===== config.mk =====
export PLATFORM = sky130hd
export DESIGN_NAME = pwm_fault_stage
export DESIGN_NICKNAME = d
export VERILOG_FILES = /design/src/rtl/pwm_ovr_pkg.sv /design/src/rtl/pwm_ovr_filter.sv /design/src/rtl/pwm_ovr_chan.sv /design/src/rtl/pwm_fault_stage.sv
export SDC_FILE = /design/constraint.sdc
export NUM_CORES = 1
export LEC_CHECK = 0
export BUFFER_PORTS_ARGS = -buffer_cell sky130_fd_sc_hd__buf_4
export CORE_ASPECT_RATIO = 0.7
export CORE_MARGIN = 2
export CORE_UTILIZATION = 45
export CTS_CLUSTER_SIZE = 8
export DETAILED_ROUTE_END_ITERATION = 10
export MAX_ROUTING_LAYER = met4
export PLACE_DENSITY = 0.89
export SETUP_SLACK_MARGIN = 0.15
export SLEW_MARGIN = 15
export SYNTH_ARGS = -nofsm -noshare
export SYNTH_HDL_FRONTEND = slang
export SYNTH_SLANG_ARGS = --single-unit

===== constraint.sdc =====
create_clock -name clk -period 2.7 [get_ports clk]
set_input_delay 0.135 -clock clk [delete_from_list [all_inputs] [get_ports clk]]
set_output_delay 0.135 -clock clk [all_outputs]
set_load 0.005 [all_outputs]

===== src/rtl/pwm_ovr_pkg.sv =====
package pwm_ovr_pkg;

   // how one channel drives its pin in the current cycle
   typedef enum logic [1:0] {
      DRV_WAVE  = 2'd0,
      DRV_LEVEL = 2'd1,
      DRV_HIZ   = 2'd2
   } drv_mode_e;

   function automatic drv_mode_e pick_mode(input logic fault_act, input logic ovr_en);
      if (!fault_act)  return DRV_WAVE;
      else if (ovr_en) return DRV_LEVEL;
      else             return DRV_HIZ;
   endfunction

endpackage


===== src/rtl/pwm_ovr_filter.sv =====
module pwm_ovr_filter #(
   parameter int FV_W        = 4,
   parameter int SYNC_STAGES = 2
) (
   input  logic            clk,
   input  logic            rst_n,
   input  logic            enable,
   input  logic            raw,
   input  logic [FV_W-1:0] fv,
   output logic            qualify,
   output logic            async_hit
);

   localparam logic [FV_W-1:0] CNT_MAX = {FV_W{1'b1}};

   logic            lvl;
   logic [FV_W-1:0] run_cnt;
   logic [FV_W:0]   run_next;

   generate
      if (SYNC_STAGES < 1) begin : g_bad_sync
         $error("pwm_ovr_filter: SYNC_STAGES must be at least 1");
      end
      if (FV_W < 1) begin : g_bad_w
         $error("pwm_ovr_filter: FV_W must be at least 1");
      end

      if (SYNC_STAGES == 1) begin : g_sync1
         logic s_q;
         always_ff @(posedge clk or negedge rst_n) begin
            if (!rst_n) s_q <= 1'b0;
            else        s_q <= raw;
         end
         assign lvl = s_q;
      end else begin : g_syncn
         logic [SYNC_STAGES-1:0] s_q;
         always_ff @(posedge clk or negedge rst_n) begin
            if (!rst_n) s_q <= '0;
            else        s_q <= {s_q[SYNC_STAGES-2:0], raw};
         end
         assign lvl = s_q[SYNC_STAGES-1];
      end
   endgenerate

   // consecutive-high run length, saturating
   always_ff @(posedge clk or negedge rst_n) begin
      if (!rst_n)                run_cnt <= '0;
      else if (!enable || !lvl)  run_cnt <= '0;
      else if (run_cnt != CNT_MAX) run_cnt <= run_cnt + 1'b1;
   end

   assign run_next  = {1'b0, run_cnt} + 1'b1;
   assign qualify   = enable & lvl & (run_next >= {1'b0, fv});
   assign async_hit = enable & raw & (fv == '0);

endmodule


===== src/rtl/pwm_ovr_chan.sv =====
module pwm_ovr_chan
   import pwm_ovr_pkg::*;
(
   input  logic wave,
   input  logic inv,
   input  logic lvl,
   input  logic ovr_en,
   input  logic fault_act,
   output logic pin_val,
   output logic pin_oe
);

   drv_mode_e mode;

   always_comb begin
      mode = pick_mode(fault_act, ovr_en);
      unique case (mode)
         DRV_WAVE:  begin pin_val = wave ^ inv; pin_oe = 1'b1; end
         DRV_LEVEL: begin pin_val = lvl;        pin_oe = 1'b1; end
         default:   begin pin_val = 1'b0;       pin_oe = 1'b0; end
      endcase
   end

endmodule


===== src/rtl/pwm_fault_stage.sv =====
module pwm_fault_stage #(
   parameter int NUM_CH      = 8,
   parameter int NUM_FLT     = 2,
   parameter int FV_W        = 4,
   parameter int SYNC_STAGES = 2,
   localparam int CTRL_W     = 3 * NUM_CH + NUM_FLT * FV_W
) (
   input  logic              clk,
   input  logic              rst_n,
   input  logic              enable,
   input  logic              fault_clr,
   input  logic [NUM_CH-1:0] wave_in,
   input  logic [NUM_FLT-1:0] fault_in,
   input  logic [CTRL_W-1:0] ctrl_word,
   output logic [NUM_CH-1:0] pin_val,
   output logic [NUM_CH-1:0] pin_oe
);

   localparam int EN_LSB  = 0;
   localparam int LVL_LSB = NUM_CH;
   localparam int INV_LSB = 2 * NUM_CH;
   localparam int FV_LSB  = 3 * NUM_CH;

   generate
      if (NUM_CH < 1 || NUM_FLT < 1) begin : g_bad_cfg
         $error("pwm_fault_stage: need at least one channel and one fault input");
      end
   endgenerate

   logic [NUM_CH-1:0]  ovr_en, flt_lvl, inv_en;
   logic [NUM_FLT-1:0] qual, async_hit;
   logic               fault_lat, fault_act;

   assign ovr_en  = ctrl_word[EN_LSB  +: NUM_CH];
   assign flt_lvl = ctrl_word[LVL_LSB +: NUM_CH];
   assign inv_en  = ctrl_word[INV_LSB +: NUM_CH];

   generate
      for (genvar f = 0; f < NUM_FLT; f++) begin : g_flt
         pwm_ovr_filter #(
            .FV_W        (FV_W),
            .SYNC_STAGES (SYNC_STAGES)
         ) u_filt (
            .clk       (clk),
            .rst_n     (rst_n),
            .enable    (enable),
            .raw       (fault_in[f]),
            .fv        (ctrl_word[FV_LSB + f*FV_W +: FV_W]),
            .qualify   (qual[f]),
            .async_hit (async_hit[f])
         );
      end
   endgenerate

   // non-recoverable state: clear and disable win over a new qualification
   always_ff @(posedge clk or negedge rst_n) begin
      if (!rst_n)                    fault_lat <= 1'b0;
      else if (!enable || fault_clr) fault_lat <= 1'b0;
      else if (|qual)                fault_lat <= 1'b1;
   end

   assign fault_act = fault_lat | (|async_hit);

   generate
      for (genvar c = 0; c < NUM_CH; c++) begin : g_ch
         pwm_ovr_chan u_chan (
            .wave      (wave_in[c]),
            .inv       (inv_en[c]),
            .lvl       (flt_lvl[c]),
            .ovr_en    (ovr_en[c]),
            .fault_act (fault_act),
            .pin_val   (pin_val[c]),
            .pin_oe    (pin_oe[c])
         );
      end
   endgenerate

endmodule


# Word level (Yosys, flattened, before mapping)
# Index checks and enable logic that the tools add are counted.
[word_totals]
ff_bits = 13
inputBits = 46
out_inout_bits = 16
[classes]
n_addsub = 4
n_lt_le_gt_ge = 2
eq_ne = 10
muxes = 38
n_bitwise = 17
n_reduce_logical = 29
[ops]
columns = ["operator", "count"]
rows = [
  ["2-bit 2-to-1 mux", 16],
  ["2-bit OR reduction", 10],
  ["2-bit by 1-bit == test with 1-bit output (second input constant)", 8],
  ["2-bit zero test", 8],
  ["4-bit 2-to-1 mux", 4],
  ["1-bit one-hot mux with 2 select lines", 8],
  ["4-bit by 1-bit adder with 5-bit output (second input constant)", 2],
  ["5-bit by 4-bit >= comparator with 1-bit output", 2],
  ["1-bit 2-to-1 mux", 10],
  ["4-bit by 1-bit adder with 4-bit output (second input constant)", 2],
  ["1-bit bitwise AND", 8],
  ["4-bit zero test", 2],
  ["4-bit inequality test (second input constant)", 2],
  ["1-bit XOR", 8],
  ["2-bit nonzero test", 3],
  ["1-bit zero test", 3],
  ["1-bit logical OR", 3],
  ["1-bit bitwise OR", 1],
]

# Depth between registers and ports, before layout
[depth]
ltp_word = 8
mapped_depth = 8
ltp_nobuf = 8

# Hierarchy
# A second synthesis with hierarchy kept.
[unflattened]
cells_unflattened = 108
area_unflattened_um2 = 967.2
[modules_own_cells]
columns = ["module", "instances", "cells_each", "area_per_inst_um2"]
rows = [
  ["pwm_ovr_filter", 2, 36, 361.6],
  ["pwm_ovr_chan", 8, 4, 25.0],
  ["pwm_fault_stage", 1, 4, 43.8],
]

# Worst setup path before layout
# OpenSTA, ideal clock, no wires.
[synth_timing]
path_kind = "register to register"
start = "register g_flt[0].u_filt.run_cnt[0]"
end = "register fault_lat"
arrival_ps = 1588
setup_slack_ps = 984
stages_incl_launch_ff = 9
period_less_slack_ps = 1716
path_cell_list = "dfrtp_1 > ha_1 > xnor2_1 > inv_1 > ha_1 > a21oi_1 > o21ai_0 > a41oi_1 > a21oi_1"
[synth_via]
elab_chain_cells = 5
[synth_lines]
columns = ["item", "line", "rtl"]
rows = [
  ["start, declared", "pwm_ovr_filter.sv:17", "logic [FV_W-1:0] run_cnt;"],
  ["start signal, assigned", "pwm_ovr_filter.sv:49", "else if (run_cnt != CNT_MAX) run_cnt <= run_cnt + 1'b1;"],
  ["4-bit by 1-bit adder with 5-bit output", "pwm_ovr_filter.sv:52", "assign run_next = {1'b0, run_cnt} + 1'b1;"],
  ["5-bit by 4-bit >= comparator with 1-bit output", "pwm_ovr_filter.sv:53", "assign qualify = enable & lvl & (run_next >= {1'b0, fv});"],
  ["1-bit bitwise AND", "pwm_ovr_filter.sv:53", ""],
  ["2-bit OR reduction", "pwm_fault_stage.sv:59", "else if (|qual) fault_lat <= 1'b1;"],
  ["2-bit nonzero test (no source line)", "-", ""],
  ["end signal, assigned", "pwm_fault_stage.sv:57", "if (!rst_n) fault_lat <= 1'b0;"],
  ["end signal, assigned", "pwm_fault_stage.sv:58", "else if (!enable || fault_clr) fault_lat <= 1'b0;"],
  ["end signal, assigned", "pwm_fault_stage.sv:59", ""],
  ["end, declared", "pwm_fault_stage.sv:32", "logic fault_lat, fault_act;"],
]
# No other way between the ends.
# A chain may end at the register's enable or synchronous reset.

# Worst setup path after layout
[layout_timing]
start = "input port fault_in[0]"
end = "output port pin_val[2]"
[layout_via]
elab_chain_cells = 7
word_cells_on_any_way = 8
[layout_lines]
columns = ["item", "line", "rtl"]
rows = [
  ["start, declared", "pwm_fault_stage.sv:13", "input logic [NUM_FLT-1:0] fault_in,"],
  ["1-bit bitwise AND * (2 in series)", "pwm_ovr_filter.sv:54", "assign async_hit = enable & raw & (fv == '0);"],
  ["2-bit OR reduction *", "pwm_fault_stage.sv:62", "assign fault_act = fault_lat | (|async_hit);"],
  ["1-bit bitwise OR *", "pwm_fault_stage.sv:62", ""],
  ["2-bit 2-to-1 mux *", "pwm_ovr_pkg.sv:11", "if (!fault_act) return DRV_WAVE;"],
  ["2-bit by 1-bit == test with 1-bit output / 2-bit zero test (equally long branches)", "pwm_ovr_chan.sv:17", "unique case (mode)"],
  ["1-bit one-hot mux with 2 select lines *", "pwm_ovr_chan.sv:17", ""],
  ["end, declared", "pwm_fault_stage.sv:15", "output logic [NUM_CH-1:0] pin_val,"],
]
# Every way passes the cells marked *; elsewhere a longest branch is shown, timed or not.

==> impl_metrics.ini <==
[final_layout]
final_cells = 212
drive_gt1_frac = 0.365
fin_nets = 235
antennaDiodeCount = 0
ff_latch_area_sq_um = 325
areaGrowthSynthToFinish_pct = 37.9
fillers = 214
layout_commonest_cell = buf_4
postLayoutCoreUtil = 0.639
layout_common_cells = 61 x buf_4, 14 x xnor2_1, 13 x nand2_1, 13 x dfrtp_1
multi_input_area_sq_um = 632

[worst_setup_path]
slowest_delay_ns = 0.55
cp_cell_sequence = dlygate4sd3_1 -> buf_4 -> nor4b_1 -> and3_1 -> a311o_2 -> mux2i_1 -> buf_4
path_common_cell = buf_4
crit_fanout = 16
cp-start-kind = primary input
worst_ep_required_time_ns = 2.57
cp-end-kind = output pin
critPathArrivalTime_ns = 1.99
cp_slowest_cell = dlygate4sd3_1
path_class = in -> out

[global_routing]
grt_max_degree = 17
grt_pass1_vias = 914
grt_pass1_wl_um = 4000
antenna_found_initial = 0
grt_usage = 0.187
overflow = 0

[power_and_ir_drop]
ir_drop_v = 0.000218
p_per_area_nw_per_um2 = 307
p_leak_uw = 0.000781

[sta]
period_minus_slack_ns = 2.13
grt_setup_unrepaired = false
fin_worst_skew_ns = 0.00507
setup_tns_ns = 0
worst_pin_slew_ns = 0.355
setup_viol = 0
clock.fmax_ghz = 0.471
period_share = 0.787
drv_slew = 0
timing_hold_violations_final = 0
relSlewSlack = 0.764

[clock_tree]
path_clk_slew_ns = 0.08
post_cts_buffers = 0
cts_buffers = 3
ctsResizeCount = 0
cts_buffer_depth = 2
root_buffer = clkbuf_4
cts_tree = done
numClockSinks = 13
worstSkewPairLatency_ns = 0.28
h-tree-depth = 1

[run]
drv_cap = 0

[yosys]
ys_warn_count = 0
synth_area_per_cell_sq_um = 8.84
syn-num-nets = 183
synth_area_sq_um = 1120
netlist_instances = 127
ys_ff_latch = 13
seq_area_frac_synth = 0.290
synth.distinct_cells = 21

[die]
die_h_um = 45.8
io_pins = 62
core-area_sq_um = 2420
start_util = 0.464
std_cell_rows = 15
die_w_um = 63.7
die_area_sq_um = 2920

[drt]
first_pass_iters = 4
routed-via-count = 995
via_per_inst = 4.69
first_iter_violations = 24
drc = 0
post_drt_wl_per_cell_um = 11.8
routed_wirelength_um = 2510
ant_nets = 0

[worst_hold_path]
hp-class = in -> reg

[placement]
dp_hpwl_um = 2150
place.gp.congestion = 0.815
dp_cells = 205
numPortBuffers = 61

[run_status]
status = finished clean
==> cells by family (layout without fill, tap and decap cells) <==
logic type,after synthesis,after routing,synth area share
and+or+nand+nor,41,41,0.186
DFF,13,13,0.290
adders and majority gates,10,10,0.111
xor gates and xnor gates,14,14,0.109
muxes,10,10,0.0892
buffers and inverters,26,77,0.147
AOI/OAI and AO/OA,13,13,0.0669
==> registers in the layout, summed over array words and instances, names as in the netlist <==
register,count
g_flt.u_filt.g_syncn.s_q,4
g_flt.u_filt.run_cnt,8
fault_lat,1
==> worst max-delay path, delay by kind of cell <==
family                 cells  cell delay [ns]
buffers and inverters      3             0.82
AOI/OAI and AO/OA          1             0.51
and+or+nand+nor            2             0.30
muxes                      1             0.21
==> path summary, 6_finish.rpt <==
path                            depth (start not counted)                              to                           start  slack, ns
worst max-delay path                                    7                      pin_val[2]                     fault_in[0]       0.57
worst min-delay path                                    3                       fault_lat                       fault_clr       0.09
worst max register to register                          8                       fault_lat      g_flt[1].u_filt.run_cnt[0]       0.86
worst min register to register                          0  g_flt[1].u_filt.g_syncn.s_q[1]  g_flt[1].u_filt.g_syncn.s_q[0]       0.35
max in group asynchronous                               2  g_flt[1].u_filt.g_syncn.s_q[0]                           rst_n       2.30
min in group asynchronous                               2  g_flt[0].u_filt.g_syncn.s_q[1]                           rst_n       0.23
==> stage by stage <==
stage               setup WS, ns  hold slack, ns  total power [uW]  area [sq um]
floorplan                  0.984          -0.161               285          1120
global placement           0.930         -0.0109               352          1490
detailed placement         0.872         -0.0109               357          1490
CTS                        0.592          0.0850               481          1550
global route               0.456           0.122               510          1550
finish                     0.575          0.0905               475          1550
==> per-layer routing <==
metal / track usage / wire length [um] / vias up
met5: - / 0 / -
met3: 0.0421 / 118 / 2
met2: 0.314 / 1260 / 22
li1: - / - / 512
met4: 0.0478 / 19 / 0
met1: 0.235 / 1110 / 459
==> power by group <==
part	switching, uW	internal, uW	total, uW
clock	61.4	57.3	119
sequential	4.78	201	205
combinational	56.2	94.4	151
total	122	352	475
==> repair_timing <==
| action | in CTS | in global routing |
|---|---|---|
| hold buffers | 3 | 0 |
| setup endpoints to repair | 0 | 0 |
| hold endpoints to repair | 15 | 0 |
==> layout make-up <==
| cell class | instances | share of cell area |
|---|---|---|
| Tap cell | 34 | 0.0275 |
| Multi-Input combinational cell | 88 | 0.408 |
| Timing Repair Buffer | 64 | 0.315 |
| Inverter | 9 | 0.0218 |
| Sequential cell | 13 | 0.210 |
| Clock buffer | 4 | 0.0170 |
==> synth_stat cells <==
cell,instances,area (sq um)
a21oi_1,8,40.0
a311o_2,1,11.3
a41oi_1,1,8.76
and3_1,1,6.26
buf_4,16,120
buf_6,1,11.3
dfrtp_1,13,325
ha_1,10,125
inv_1,9,33.8
mux2i_1,10,100
nand2_1,13,48.8
nand2b_1,4,25.0
nand3_1,4,20.0
nor2_1,7,26.3
nor2b_1,4,25.0
nor3_1,1,5.00
nor4_1,1,6.26
nor4b_1,1,8.76
o21ai_0,3,15.0
or2b_1,5,37.5
xnor2_1,14,123
(Power assumes the default switching activity.)
